--- src/rtl/phy_linkup_pkg.sv ---
package phy_linkup_pkg;

   typedef enum logic [3:0] {
      S_IDLE, S_RD0A, S_WRRST, S_RD0B, S_WRFORCE, S_RD1, S_RDTO,
      S_RD9, S_RD10, S_RD4, S_RD5, S_WRDOWN, S_FIN
   } seq_state_t;

   // PHY register numbers
   localparam logic [4:0] RA_CTRL  = 5'd0;
   localparam logic [4:0] RA_STAT  = 5'd1;
   localparam logic [4:0] RA_ADV   = 5'd4;
   localparam logic [4:0] RA_LP    = 5'd5;
   localparam logic [4:0] RA_GADV  = 5'd9;
   localparam logic [4:0] RA_GLP   = 5'd10;

   // bit positions inside PHY registers
   localparam int B_RST    = 15;
   localparam int B_SEL100 = 13;
   localparam int B_ANEN   = 12;
   localparam int B_FDX    = 8;
   localparam int B_SEL1G  = 6;
   localparam int B_ANDONE = 5;
   localparam int B_EXTST  = 8;
   localparam int B_GADV_F = 9;
   localparam int B_GADV_H = 8;
   localparam int B_GLP_F  = 11;
   localparam int B_GLP_H  = 10;
   localparam int B_100F   = 8;
   localparam int B_100H   = 7;
   localparam int B_10F    = 6;

   // MAC control word bit positions
   localparam int CB_GBIT  = 8;
   localparam int CB_100   = 7;
   localparam int CB_FD    = 4;

endpackage

--- src/rtl/phy_linkup_timer.sv ---
module phy_linkup_timer #(
   parameter int unsigned LIMIT = 1000
) (
   input  logic clk,
   input  logic rst_n,
   input  logic load,
   output logic expired
);
   localparam int CW = $clog2(LIMIT + 1);

   logic [CW-1:0] cnt_q;

   always_ff @(posedge clk) begin
      if (!rst_n)
         cnt_q <= '0;
      else if (load)
         cnt_q <= CW'(LIMIT);
      else if (cnt_q != '0)
         cnt_q <= cnt_q - CW'(1);
   end

   assign expired = (cnt_q == '0);
endmodule

--- src/rtl/phy_linkup_gres.sv ---
module phy_linkup_gres (
   input  logic adv_f,
   input  logic adv_h,
   input  logic lp_f,
   input  logic lp_h,
   output logic gb,
   output logic fd
);
   logic m_full, m_half;

   assign m_full = adv_f & lp_f;
   assign m_half = adv_h & lp_h;
   assign gb     = m_full | m_half;
   // half-duplex match has the last word
   assign fd     = m_half ? 1'b0 : m_full;
endmodule

--- src/rtl/phy_linkup_fres.sv ---
module phy_linkup_fres (
   input  logic [2:0] adv,     // {100F, 100H, 10F}
   input  logic [2:0] lp,      // {100F, 100H, 10F}
   input  logic       fd_in,
   output logic       sp,
   output logic       fd
);
   logic [2:0] m;

   assign m  = adv & lp;
   assign sp = m[2] | m[1];

   always_comb begin
      fd = fd_in;
      if (m[2]) fd = 1'b1;
      if (m[1]) fd = 1'b0;
      if (m[0]) fd = 1'b1;
   end
endmodule

--- src/rtl/phy_linkup_seq.sv ---
module phy_linkup_seq
   import phy_linkup_pkg::*;
#(
   parameter int unsigned CLK_KHZ    = 100000,
   parameter int unsigned TIMEOUT_MS = 3000,
   parameter bit          MAC_GBIT   = 1'b1,
   parameter int          CTRL_W     = 16
) (
   input  logic              clk,
   input  logic              rst_n,
   input  logic              start,
   output logic              mdio_req,
   output logic              mdio_wr,
   output logic [4:0]        mdio_addr,
   output logic [15:0]       mdio_wdata,
   input  logic              mdio_ack,
   input  logic [15:0]       mdio_rdata,
   output logic              link_gbit,
   output logic              link_100,
   output logic              link_fd,
   output logic [CTRL_W-1:0] mac_ctrl,
   output logic              done,
   output logic              fail
);
   localparam int unsigned LIMIT = CLK_KHZ * TIMEOUT_MS;

   if (CLK_KHZ == 0 || TIMEOUT_MS == 0) begin : g_bad_budget
      $error("phy_linkup_seq: time budget must be non-zero");
   end
   if (CTRL_W <= CB_GBIT) begin : g_bad_ctrl
      $error("phy_linkup_seq: CTRL_W too narrow for mode bits");
   end

   seq_state_t  st_q;
   logic [15:0] ctl_q;
   logic [1:0]  gadv_q;
   logic [2:0]  adv_q;
   logic        gb_q, sp_q, fd_q, fail_q;
   logic        expired, tmr_load;
   logic        g_gb, g_fd, f_sp, f_fd;
   logic        need_fe, need_dn;

   assign tmr_load = (st_q == S_IDLE) && start;

   phy_linkup_timer #(.LIMIT(LIMIT)) u_tmr (
      .clk(clk), .rst_n(rst_n), .load(tmr_load), .expired(expired)
   );

   phy_linkup_gres u_gres (
      .adv_f(gadv_q[1]), .adv_h(gadv_q[0]),
      .lp_f(mdio_rdata[B_GLP_F]), .lp_h(mdio_rdata[B_GLP_H]),
      .gb(g_gb), .fd(g_fd)
   );

   phy_linkup_fres u_fres (
      .adv(adv_q),
      .lp({mdio_rdata[B_100F], mdio_rdata[B_100H], mdio_rdata[B_10F]}),
      .fd_in(fd_q), .sp(f_sp), .fd(f_fd)
   );

   if (MAC_GBIT) begin : g_gmac
      assign need_fe = ~g_gb;
      assign need_dn = 1'b0;
   end else begin : g_femac
      assign need_fe = 1'b1;
      assign need_dn = gb_q;
   end

   always_comb begin
      mdio_req   = 1'b1;
      mdio_wr    = 1'b0;
      mdio_addr  = RA_CTRL;
      mdio_wdata = '0;
      case (st_q)
         S_RD0A, S_RD0B, S_RDTO: mdio_addr = RA_CTRL;
         S_WRRST: begin
            mdio_wr    = 1'b1;
            mdio_wdata = ctl_q | 16'h8000;
         end
         S_WRFORCE: mdio_wr = 1'b1;
         S_RD1:  mdio_addr = RA_STAT;
         S_RD9:  mdio_addr = RA_GADV;
         S_RD10: mdio_addr = RA_GLP;
         S_RD4:  mdio_addr = RA_ADV;
         S_RD5:  mdio_addr = RA_LP;
         S_WRDOWN: begin
            mdio_wr              = 1'b1;
            mdio_wdata[B_SEL100] = sp_q;
         end
         default: mdio_req = 1'b0;
      endcase
   end

   always_ff @(posedge clk) begin
      if (!rst_n) begin
         st_q   <= S_IDLE;
         ctl_q  <= '0;
         gadv_q <= '0;
         adv_q  <= '0;
         gb_q   <= 1'b0;
         sp_q   <= 1'b0;
         fd_q   <= 1'b0;
         fail_q <= 1'b0;
      end else begin
         case (st_q)
            S_IDLE: if (start) begin
               st_q   <= S_RD0A;
               gb_q   <= 1'b0;
               sp_q   <= 1'b0;
               fd_q   <= 1'b0;
               fail_q <= 1'b0;
            end
            S_RD0A: if (mdio_ack) begin
               if (mdio_rdata[B_RST]) begin
                  if (expired) begin
                     fail_q <= 1'b1;
                     st_q   <= S_FIN;
                  end
               end else begin
                  ctl_q <= mdio_rdata;
                  st_q  <= S_WRRST;
               end
            end
            S_WRRST: if (mdio_ack) st_q <= S_RD0B;
            S_RD0B: if (mdio_ack) begin
               if (mdio_rdata[B_RST]) begin
                  if (expired) begin
                     fail_q <= 1'b1;
                     st_q   <= S_FIN;
                  end
               end else if (!mdio_rdata[B_ANEN])
                  st_q <= S_WRFORCE;
               else
                  st_q <= S_RD1;
            end
            S_WRFORCE: if (mdio_ack) st_q <= S_FIN;
            S_RD1: if (mdio_ack) begin
               if (!mdio_rdata[B_ANDONE]) begin
                  if (expired) st_q <= S_RDTO;
               end else
                  st_q <= mdio_rdata[B_EXTST] ? S_RD9 : S_RD4;
            end
            S_RDTO: if (mdio_ack) begin
               gb_q <= mdio_rdata[B_SEL1G] & ~mdio_rdata[B_SEL100];
               sp_q <= ~mdio_rdata[B_SEL1G] & mdio_rdata[B_SEL100];
               fd_q <= mdio_rdata[B_FDX];
               st_q <= S_FIN;
            end
            S_RD9: if (mdio_ack) begin
               gadv_q <= {mdio_rdata[B_GADV_F], mdio_rdata[B_GADV_H]};
               st_q   <= S_RD10;
            end
            S_RD10: if (mdio_ack) begin
               gb_q <= g_gb;
               fd_q <= g_fd;
               st_q <= need_fe ? S_RD4 : S_FIN;
            end
            S_RD4: if (mdio_ack) begin
               adv_q <= {mdio_rdata[B_100F], mdio_rdata[B_100H], mdio_rdata[B_10F]};
               st_q  <= S_RD5;
            end
            S_RD5: if (mdio_ack) begin
               sp_q <= f_sp;
               if (need_dn) begin
                  gb_q <= 1'b0;
                  fd_q <= 1'b0;
                  st_q <= S_WRDOWN;
               end else begin
                  fd_q <= f_fd;
                  st_q <= S_FIN;
               end
            end
            S_WRDOWN: if (mdio_ack) st_q <= S_FIN;
            default: st_q <= S_IDLE;
         endcase
      end
   end

   always_comb begin
      mac_ctrl           = '0;
      mac_ctrl[CB_GBIT]  = gb_q;
      mac_ctrl[CB_100]   = sp_q;
      mac_ctrl[CB_FD]    = fd_q;
   end

   assign link_gbit = gb_q;
   assign link_100  = sp_q;
   assign link_fd   = fd_q;
   assign done      = (st_q == S_FIN);
   assign fail      = fail_q;
endmodule

--- config.mk ---
export PLATFORM = sky130hd
export DESIGN_NAME = phy_linkup_seq
export DESIGN_NICKNAME = d
export VERILOG_FILES = /design/src/rtl/phy_linkup_pkg.sv /design/src/rtl/phy_linkup_timer.sv /design/src/rtl/phy_linkup_gres.sv /design/src/rtl/phy_linkup_fres.sv /design/src/rtl/phy_linkup_seq.sv
export SDC_FILE = /design/constraint.sdc
export NUM_CORES = 1
export LEC_CHECK = 0
export BUFFER_PORTS_ARGS = -buffer_cell sky130_fd_sc_hd__clkbuf_2
export CAP_MARGIN = 20
export CORE_MARGIN = 5
export CORE_UTILIZATION = 35
export DETAILED_ROUTE_END_ITERATION = 6
export PLACE_DENSITY = 0.65
export SYNTH_ARGS = -nofsm -noshare
export SYNTH_HDL_FRONTEND = slang
export SYNTH_HIERARCHICAL = 1
export SYNTH_SLANG_ARGS = --single-unit
--- constraint.sdc ---
create_clock -name clk -period 7.3 [get_ports clk]
set_clock_uncertainty 0.1 [all_clocks]
set_input_delay 0.365 -clock clk [delete_from_list [all_inputs] [get_ports clk]]
set_output_delay 0.365 -clock clk [all_outputs]
set_load 0.05 [all_outputs]
### Word level (Yosys, flattened, before mapping)

Index checks and enable logic that the tools add are counted.

* memories: 0
* bits of input ports: 20
* flip-flop bits (word level): 57
* output and inout port bits: 44
* bits in read-only memories: 0
* latch bits: 0
* memory bits (writable): 0

* reduce and logical (&&, ||, !) cells: 22
* div/mod/pow operators: 0
* $lt $le $gt $ge: 0
* shift-type cells: 0
* multiply operators: 0
* add/subtract/negate cells: 1
* multiplexer cells: 45
* bitwise logic cells: 11
* eq/ne operators: 28

Operators by type and width (number)
* two-way mux 4 bit: 15
* two-way mux 29 bit: 2
* case mux 4 bit (9 select lines): 1
* logical NOT 29 bit: 1
* nonzero test 29 bit: 1
* subtractor 29 x 1 -> 29 bit (second input constant): 1
* equality test 4 bit (second input constant): 5
* inequality test 2 bit (second input constant): 10
* case mux 4 bit (5 select lines): 1
* two-way mux 1 bit: 18
* equality test 4 x 3 -> 1 bit (second input constant): 4
* two-way mux 13 bit: 1
* OR reduction 11 bit: 1
* AND reduction 10 bit: 1
* equality test 4 x 2 -> 1 bit (second input constant): 2
* inequality test 2 x 1 -> 1 bit (second input constant): 4
* AND reduction 4 bit: 2
* case mux 1 bit (3 select lines): 2
* AND reduction 6 bit: 1
* nonzero test 3 bit: 2
* AND reduction 5 bit: 1
* bitwise AND 1 bit: 4
* equality test 4 x 1 -> 1 bit (second input constant): 1
* logical NOT 4 bit: 1
* other kinds (17): 25

### Depth between registers and ports, before layout

Gate-level depths: netlist (run 1).

* word-level depth: 6
* mapped depth: 12
* depth with buffers taken out: 10

### Cells and area by module

The synthesis (run 1) kept the hierarchy.

By module, submodules not included
* phy_linkup_seq: sequential area each 560.5 µm², times used 1, cells each 236, area each 1740.4 µm²
* phy_linkup_timer: sequential area each 580.6 µm², times used 1, cells each 162, area each 1430.1 µm²
* phy_linkup_fres: sequential area each 0.0 µm², times used 1, cells each 5, area each 30.0 µm²
* phy_linkup_gres: sequential area each 0.0 µm², times used 1, cells each 4, area each 20.0 µm²

### Least setup slack after synthesis (run 1)

Ideal clock, no wire load.

* path type: reg2reg
* from: register u_tmr.cnt_q[14]
* to: register st_q[3]
* setup slack: 4.277 ns
* cell stages (with the launch flop): 11
* buffers on the path: 1
* required time: 7.130 ns
* arrival time: 2.853 ns
* setup time: 0.070 ns
* cells stage by stage: dfxtp_1 > or4_1 > or4_4 > or3_4 > inv_1 > or4b_1 > a21oi_1 > or3_1 > buf_4 > a21o_1 > a21oi_1

* cells in the longest elaborated chain, start to end: 5

Ends and longest elaborated chain
* from (decl): line phy_linkup_timer.sv:11 `logic [CW-1:0] cnt_q;`
* from (signal assigned): line phy_linkup_timer.sv:17 `cnt_q <= CW'(LIMIT);`
* from (signal assigned): line phy_linkup_timer.sv:19 `cnt_q <= cnt_q - CW'(1);`
* logical NOT 29 bit *: line phy_linkup_timer.sv:22 `assign expired = (cnt_q == '0);`
* net expired: line phy_linkup_seq.sv:39 `logic expired, tmr_load;`
* two-way mux 4 bit
* two-way mux 4 bit, on equally long branches (2 in a row)
* case mux 4 bit (9 select lines)
* to (signal assigned): line phy_linkup_seq.sv:141 `st_q <= mdio_rdata[B_EXTST] ? S_RD9 : S_RD4;`
* to (signal assigned): line phy_linkup_seq.sv:156 `st_q <= need_fe ? S_RD4 : S_FIN;`
* to (decl): line phy_linkup_seq.sv:34 `seq_state_t st_q;`

Mark *: on every way through the listed nets, which the timed path passes. The rest lies on a longest branch. The select of a mux whose other input is x is not followed.
A chain may end at the register's enable or synchronous reset.

### Final worst setup path (run 1)

* from: register u_tmr.cnt_q[4]
* to: register st_q[3]

Same word-level chain as after synthesis.

==> impl_metrics.toml, run 1 <==
[cells_and_area]
final_util_pct = 39.5
diodes = 0
fin_nets = 463
area_growth_pct = 11.6
drive_gt1_share_pct = 18.6
fillers = 939

[clocking]
clockRootBuffer = "clkbuf_8"
htreeDepth = 3
cts_made_buffers = 9
clk_pin_slew_ns = 0.07
cts_tree = "done"
ctsHoldBuffers = 0
post_cts_resized = 0
cts_setup_buffers = 0
cts_buffer_depth = 2
clock_sinks = 57
clock_latency_ns = 0.33

[global_routing]
grt_max_degree = 28
gr-total-overflow = 0
first_global_vias = 2709
grt_pass1_wl_um = 12700
antenna_found_initial = 0
grt_usage_pct = 13.7

[power_and_ir_drop]
leakage_nw = 1.39
p_per_area_nw_per_um2 = 301
power_frac_comb_pct = 37.4
ir_drop_mv = 0.161
p_int_mw = 0.637
p_switching_mw = 0.445
power_frac_clock_pct = 23.8
swShare_pct = 41.1
power_mw = 1.08
pwr-share-seq_pct = 38.7

[drt]
wl_um = 7570
drtIter0Drc = 113
vias = 2957
drt-pass1-iter-count = 4
vias_per_cell = 5.30
wl_per_cell_um = 13.6
drc = 0
postRouteAntennaNets = 0

[yosys]
synth_edf_count = 0
async_flop_share_pct = 0
synth_top_family_by_area = "simple AND/OR/NAND/NOR gates"
synthSimpleGateAreaFrac_pct = 28.9
synth_flop_cell = "dfxtp_1"
netlist_area_sq_um = 3220
ys_seq_area_share_pct = 35.4
yosysWarningCount = 6
synth_top_area_cell = "dfxtp_1"
synth-compound-area-share_pct = 20.8
synth_area_leaders = "dfxtp_1 (35%), a21oi_1 (5.9%), nand2_1 (5.7%)"
syn_inst = 407
synth_adder_area_share_pct = 0.389
synth_seq_cells = 57
ys_types = 63
muxShareOfSynthArea_pct = 1.24
synth_xor_area_share_pct = 3.81
yosysTopAreaCellShare_pct = 35.4
synth.avg_cell_area_sq_um = 7.91

[setup_path]
arrival_ns = 3.52
cp-start-kind = "flop"
critPathMaxFanout = 13
crit_path_end_kind = "flop"
reg2reg_depth = 9
critical_path_class = "reg -> reg"
required_ns = 7.43

[sta]
setup_tns_ns = 0
fin_ws_ns = 3.92
fin_crit_ns = 3.38
final_hold_viol_count = 0
finalSetupViolations = 0
drv_slew = 0
finalCritPeriodShare_pct = 46.3
worst_pin_slew_ns = 0.864
rsz0062_at_grt = "false"
whs_ns = 0.160
max_freq_mhz = 296
slew_headroom_pct = 42.3

[floorplan]
core.rowCount = 35
start_util_pct = 35.4
die_h_um = 106
dieArea_sq_um = 11200
ios = 64
core_area_sq_um = 9110
die_x_um = 106

[placement]
routabilityCongestion = 0.835
port_buffers = 49
dp_slack_ns = 3.94
hpwl_um = 5450

[job]
cap_violations = 0

[min_path]
hold_class = "in -> reg"
hold_path_depth = 3

[outcome]
outcome = "complete, no violations"
## state kept, by name, summed over array words and instances, names as in the netlist
signal       cells
u_tmr/cnt_q     29
ctl_q           15
st_q             4
adv_q            3
gadv_q           2
fail             1
link_100         1
link_fd          1
link_gbit        1
## final timing paths
kind	start	endpoint	slack [ns]
worst max-delay path	u_tmr/cnt_q[4]	st_q[3]	3.92
worst min-delay path	mdio_rdata[14]	ctl_q[14]	0.16
worst max register to register	u_tmr/cnt_q[4]	st_q[3]	3.92
worst min register to register	ctl_q[14]	ctl_q[14]	0.35
## logic make-up (layout without fill, tap and decap cells)
logic type                 after synthesis  after routing
AOI/OAI and AO/OA                      101            101
other                                    1             14
buffers and inverters                   54             81
muxes                                    4              4
DFF                                     57             57
xor gates and xnor gates                14             14
and+or+nand+nor                        175            175
adders and majority gates                1              1
## metal layers
metal / wire (um) / track usage, %
met3: 444 / 3.89
met2: 3660 / 22.9
met5: 0 / 0
met1: 3390 / 16.9
met4: 74 / 4.63
## cells in the final DEF, fill, tap and decap left out, types with 2 or more instances in the layout
cell / instances
clkbuf_2: 49
nand2_1: 49
nand4_1: 4
or4_4: 3
o21ai_0: 16
or2_2: 2
inv_1: 13
conb_1: 14
a21oi_1: 38
o311ai_0: 3
and2_1: 14
mux2i_1: 4
a211oi_1: 3
o32a_1: 3
nand3_1: 6
xnor2_1: 6
dfxtp_1: 57
nand2b_1: 11
o31ai_1: 5
o41ai_1: 2
or4_1: 9
a31oi_1: 6
o311ai_1: 3
a21oi_2: 3
or3_4: 2
nor2_1: 34
nor4_1: 4
clkbuf_8: 10
xor2_1: 8
and3_1: 2
or3_1: 11
nor2b_1: 6
a21o_1: 3
nor3_1: 8
nand3b_1: 3
clkinv_2: 3
## Yosys cell counts (5+ instances only)
cell,n
a21oi_1,38
a31oi_1,6
and2_1,14
buf_2,9
buf_4,19
clkbuf_1,9
dfxtp_1,57
inv_1,13
nand2_1,49
nand2b_1,11
nand3_1,6
nor2_1,34
nor2b_1,6
nor3_1,8
o21ai_0,16
o31ai_1,5
or3_1,11
or4_1,9
xnor2_1,6
xor2_1,8
## power by group through the flow
stage	sequential [mW]	clock, mW	combinational, mW
6_report	0.419	0.258	0.405
5_1_grt	0.428	0.288	0.450
4_1_cts	0.418	0.267	0.405
3_3_place_gp	0.421	0	0.398
3_5_place_dp	0.425	0	0.403
2_1_floorplan	0.407	0	0.358
## cell type report
type / count / area, sq um / share of cell area [%]
clock buffers: 11 / 141 / 3.93
clock inverters: 5 / 31.3 / 0.870
inverters: 14 / 52.6 / 1.46
multi-input cells: 309 / 1830 / 50.9
flip-flops and latches: 57 / 1140 / 31.8
well taps: 111 / 139 / 3.86
repair buffers: 51 / 260 / 7.24
## stage by stage
stage / cells / cell area (sq um)
2_1_floorplan: 420 / 3270
3_3_place_gp: 541 / 3410
3_5_place_dp: 541 / 3410
4_1_cts: 557 / 3590
5_1_grt: 558 / 3590
6_report: 558 / 3590
## critical path: stages, from the launching register on
cell     delay [ns]
dfxtp_1        0.33
nor4_1         0.61
nand3_1        0.58
or3_4          0.56
inv_1          0.15
or4b_1         0.13
a21oi_1        0.06
or3_1          0.46
a21o_1         0.18
a21oi_1        0.15
(Power assumes the default switching activity.)
==> run 2, diff against run 1 <==
--- a/config.mk
+++ b/config.mk
@@ -10,7 +10,7 @@
 export CORE_MARGIN = 5
 export CORE_UTILIZATION = 35
 export DETAILED_ROUTE_END_ITERATION = 6
-export PLACE_DENSITY = 0.65
+export PLACE_DENSITY = 0.67
 export SYNTH_ARGS = -nofsm -noshare
 export SYNTH_HDL_FRONTEND = slang
 export SYNTH_HIERARCHICAL = 1
==> constraint.sdc (replaced) <==
create_clock -name clk -period 3 [get_ports clk]
set_clock_uncertainty 0.1 [all_clocks]
set_input_delay 0.15 -clock clk [delete_from_list [all_inputs] [get_ports clk]]
set_output_delay 0.15 -clock clk [all_outputs]
set_load 0.05 [all_outputs]
==> run 2 against run 1 <==
- register-to-register slack got worse by 3.8 ns
- non-clock buffer count rose by 32
- first-iteration DRC count rose by 59%
- wire length rose by 6.7%
- clock-buffer cell count did not move
- critical path depth did not move
- critical endpoint is now st_q[0]
==> impl_metrics.toml, run 2 (synthesized netlist as in run 1, its figures left out) <==
[sta]
max_freq_mhz = 351
finalSetupViolations = 0
whs_ns = 0.0378
worst_pin_slew_ns = 0.741
drv_slew = 0
fin_ws_ns = 0.154
slew_headroom_pct = 50.3
finalCritPeriodShare_pct = 94.9
fin_crit_ns = 2.85
setup_tns_ns = 0
rsz0062_at_grt = "false"
final_hold_viol_count = 0

[power_and_ir_drop]
ir_drop_mv = 0.416
p_per_area_nw_per_um2 = 742
leakage_nw = 1.54

[cells_and_area]
final_cell_mix = "dfxtp_1 (57), nand2_1 (49), clkbuf_2 (49)"
ff_latch_area_sq_um = 1140
largest_register_ffs = 29
fin_nets = 495
fin_cells = 590
final_common_cell = "dfxtp_1"
fillers = 922
drive_gt1_share_pct = 21.9
diodes = 0
multi_input_area_sq_um = 1840
top_register = "u_tmr/cnt_q"
area_growth_pct = 21.3
largest_registers = "u_tmr/cnt_q (29), ctl_q (15), st_q (4)"

[placement]
dp.cells = 560
port_buffers = 49
dp_slack_ns = 0.0186
routabilityCongestion = 0.930
hpwl_um = 5790

[clocking]
clockRootBuffer = "clkbuf_8"
clock_sinks = 57
cts_made_buffers = 9
clock_latency_ns = 0.34
clk_pin_slew_ns = 0.07
htreeDepth = 3
cts_tree = "done"
cts_buffer_depth = 2

[drt]
wl_per_cell_um = 13.7
vias_per_cell = 5.20
drtIter0Drc = 180
drt-pass1-iter-count = 4
drc = 0
postRouteAntennaNets = 0
vias = 3069
wl_um = 8070

[global_routing]
antenna_found_initial = 0
grt_pass1_wl_um = 13800
grt_usage_pct = 14.8
grt_max_degree = 28
first_global_vias = 3014
gr-total-overflow = 0

[setup_path]
arrival_ns = 2.95
required_ns = 3.10
critical_path_class = "reg -> reg"
crit_path_end_kind = "flop"
cp-start-kind = "flop"
critPathMaxFanout = 4

[floorplan]
core.rowCount = 35
die_h_um = 106
die_x_um = 106
dieArea_sq_um = 11200
start_util_pct = 35.4
ios = 64
core_area_sq_um = 9110

[min_path]
hold_class = "in -> reg"

[job]
cap_violations = 0

[outcome]
outcome = "complete, no violations"
-- run 2: through the flow --
step	instance area [sq um]	total power, mW	util [%]
3_5_place_dp	3560	2.15	39.0
6_report	3910	2.90	42.9
5_1_grt	3910	3.09	42.9
3_3_place_gp	3560	2.13	39.0
2_1_floorplan	3270	1.86	-
4_1_cts	3890	2.89	42.7
-- run 2: path summary, 6_finish.rpt --
path / startpoint / endpoint / slack [ns] / depth (start not counted)
worst min register to register: ctl_q[14] / ctl_q[14] / 0.35 / 2
worst max-delay path: u_tmr/cnt_q[14] / st_q[0] / 0.15 / 9
worst max register to register: u_tmr/cnt_q[14] / st_q[0] / 0.15 / 9
worst min-delay path: mdio_rdata[8] / ctl_q[8] / 0.04 / 3
-- run 2: per-layer routing --
| metal | wire length [um] | global-route usage [%] | vias up | share of wire [%] |
|---|---|---|---|---|
| li1 | - | - | 1550 | - |
| met4 | 94 | 5.18 | 0 | 1.2 |
| met5 | 0 | 0 | - | 0 |
| met3 | 398 | 3.89 | 10 | 4.9 |
| met2 | 3960 | 26.6 | 71 | 49 |
| met1 | 3620 | 16.8 | 1438 | 45 |
-- run 2: area by class of cell --
class / instances / area share (%)
Clock inverter: 5 / 1.41
Multi-Input combinational cell: 309 / 47.1
Sequential cell: 57 / 29.2
Inverter: 14 / 1.35
Tap cell: 111 / 3.56
Timing Repair Buffer: 83 / 13.7
Clock buffer: 11 / 3.62
-- run 2: report_power, final --
part	switching, mW	total, mW	internal, mW	leakage (nW)
Combinational	0.711	1.19	0.479	0.982
Clock	0.313	0.717	0.403	0.0953
Sequential	0.113	0.990	0.877	0.465
Total	1.14	2.90	1.76	1.54
-- run 2: timing repair --
item,4_1_cts,5_1_grt
hold buffers,14,0
endpoints found under the setup margin,0,4
endpoints found under the hold margin,16,0
setup buffers,0,0
resized for setup,0,3
-- run 2: worst max-delay path, stage by stage (launching register included) --
cell     delay, ns
dfxtp_1       0.32
or4_4         0.54
or4_4         0.56
or3_4         0.37
inv_2         0.06
or4b_1        0.09
a21oi_1       0.06
or3_4         0.37
mux2i_1       0.19
nor2_1        0.06
==> run 3, diff against run 2 <==
--- a/config.mk
+++ b/config.mk
@@ -9,6 +9,7 @@
 export CAP_MARGIN = 20
 export CORE_MARGIN = 5
 export CORE_UTILIZATION = 35
+export CTS_BUF_LIST = sky130_fd_sc_hd__clkbuf_2 sky130_fd_sc_hd__clkbuf_4 sky130_fd_sc_hd__clkbuf_8
 export DETAILED_ROUTE_END_ITERATION = 6
 export PLACE_DENSITY = 0.67
 export SYNTH_ARGS = -nofsm -noshare
==> run 3 against run 2 <==
- die area did not move
- cell count did not move
- critical path depth stayed put
- cell area about the same
- power is 0.27% higher
- wire length unchanged
- sequential share of layout area about the same
- fmax is essentially flat
- critical path type unchanged
- largest cell class unchanged
- highest routed layer unchanged
==> impl_metrics.toml, run 3 (synthesized netlist as in run 1, its figures left out) <==
[clocking]
clk_pin_slew_ns = 0.07
cts_buffer_depth = 2
clock_latency_ns = 0.34
clockRootBuffer = "clkbuf_8"
cts_made_buffers = 9
clock_sinks = 57
htreeDepth = 3
cts_tree = "done"
cts_setup_buffers = 0

[setup_path]
critical_path.startpoint = "u_tmr/cnt_q[14]"
cp-start-kind = "flop"
reg2reg_from = "u_tmr/cnt_q[14]"
crit_path_end_kind = "flop"
critPathMaxFanout = 4
required_ns = 3.10
critical_path_class = "reg -> reg"
arrival_ns = 2.95

[min_path]
hold_class = "in -> reg"
hp-start = "mdio_rdata[8]"

[cells_and_area]
largest_registers = "u_tmr/cnt_q (29), ctl_q (15), st_q (4)"
ff_latch_area_sq_um = 1140
diodes = 0
drive_gt1_share_pct = 22.1
multi_input_area_sq_um = 1840
finalInstanceArea_sq_um = 3910
final_cell_mix = "dfxtp_1 (57), nand2_1 (49), clkbuf_2 (49)"
fin_nets = 495
final_common_cell = "dfxtp_1"
area_growth_pct = 21.4
largest_register_ffs = 29
fillers = 922
top_register = "u_tmr/cnt_q"

[power_and_ir_drop]
p_per_area_nw_per_um2 = 743
leakage_nw = 1.55
ir_drop_mv = 0.416

[floorplan]
core_area_sq_um = 9110
die_h_um = 106
core.rowCount = 35
dieArea_sq_um = 11200
start_util_pct = 35.4
die_x_um = 106
ios = 64

[drt]
drtIter0Drc = 173
wl_per_cell_um = 13.7
vias_per_cell = 5.20
drc = 0
wl_um = 8070
postRouteAntennaNets = 0
drt-pass1-iter-count = 4
vias = 3069

[job]
cap_violations = 0

[sta]
setup_tns_ns = 0
finalCritPeriodShare_pct = 94.8
rsz0062_at_grt = "false"
fin_crit_ns = 2.84
slew_headroom_pct = 50.3
drv_slew = 0
finalSetupViolations = 0
max_freq_mhz = 352
worst_pin_slew_ns = 0.741
final_hold_viol_count = 0

[global_routing]
gr-total-overflow = 0
grt_usage_pct = 14.8
first_global_vias = 3014
grt_max_degree = 28
grt_pass1_wl_um = 13800
antenna_found_initial = 0

[placement]
hpwl_um = 5790
port_buffers = 49
placed_cell_area_sq_um = 3560
routabilityCongestion = 0.930

[outcome]
outcome = "complete, no violations"
==> run 3: changes by cell type in the layout (fill, tap and decap cells not counted) <==
| cell | change |
|---|---|
| clkbuf_1 | -1 |
| clkbuf_4 | +1 |
==> run 3: layout make-up <==
cell class	instances	share of cell area (%)
Clock inverter	5	1.41
Multi-Input combinational cell	309	47.1
Clock buffer	11	3.71
Tap cell	111	3.55
Inverter	14	1.34
Timing Repair Buffer	83	13.7
Sequential cell	57	29.2
==> run 3: path summary, 6_finish.rpt <==
path / end / cells after the start / slack (ns)
min reg2reg: ctl_q[14] / 2 / 0.35
min: ctl_q[8] / 3 / 0.04
max: st_q[0] / 9 / 0.16
max reg2reg: st_q[0] / 9 / 0.16
==> run 3: critical path, cell delays in order, from the launching register on <==
cell	delay (ns)
dfxtp_1	0.32
or4_4	0.54
or4_4	0.56
or3_4	0.37
inv_2	0.06
or4b_1	0.09
a21oi_1	0.06
or3_4	0.37
mux2i_1	0.19
nor2_1	0.06
==> run 3: per-stage QoR <==
stage	hold slack (ns)	setup WS (ns)	power, mW	utilization [%]	std cells
finish	0.0382	0.156	2.90	42.9	590
global placement	0.277	0.0626	2.13	39.0	560
CTS	0.0264	0.0124	2.90	42.8	590
floorplan	0.186	0.0192	1.86	-	420
global route	0.0399	0.0278	3.10	42.9	590
detailed placement	0.285	0.0186	2.15	39.0	560
==> run 3: routing by layer <==
layer	vias to the layer above	wire length [um]	GRT usage (%)
li1	1550	-	-
met1	1435	3610	16.8
met2	74	3960	26.6
met3	10	418	3.89
met4	0	94	5.18
met5	-	0	0
==> run 3: timing repair <==
action,4_1_cts,5_1_grt
hold endpoints to repair,16,0
resized for setup,0,3
hold buffers,14,0
endpoints found under the setup margin,0,4
==> run 3: power by group <==
group	switching, mW	internal, mW
sequential	0.113	0.877
combinational	0.711	0.479
clock	0.312	0.412
total	1.14	1.77
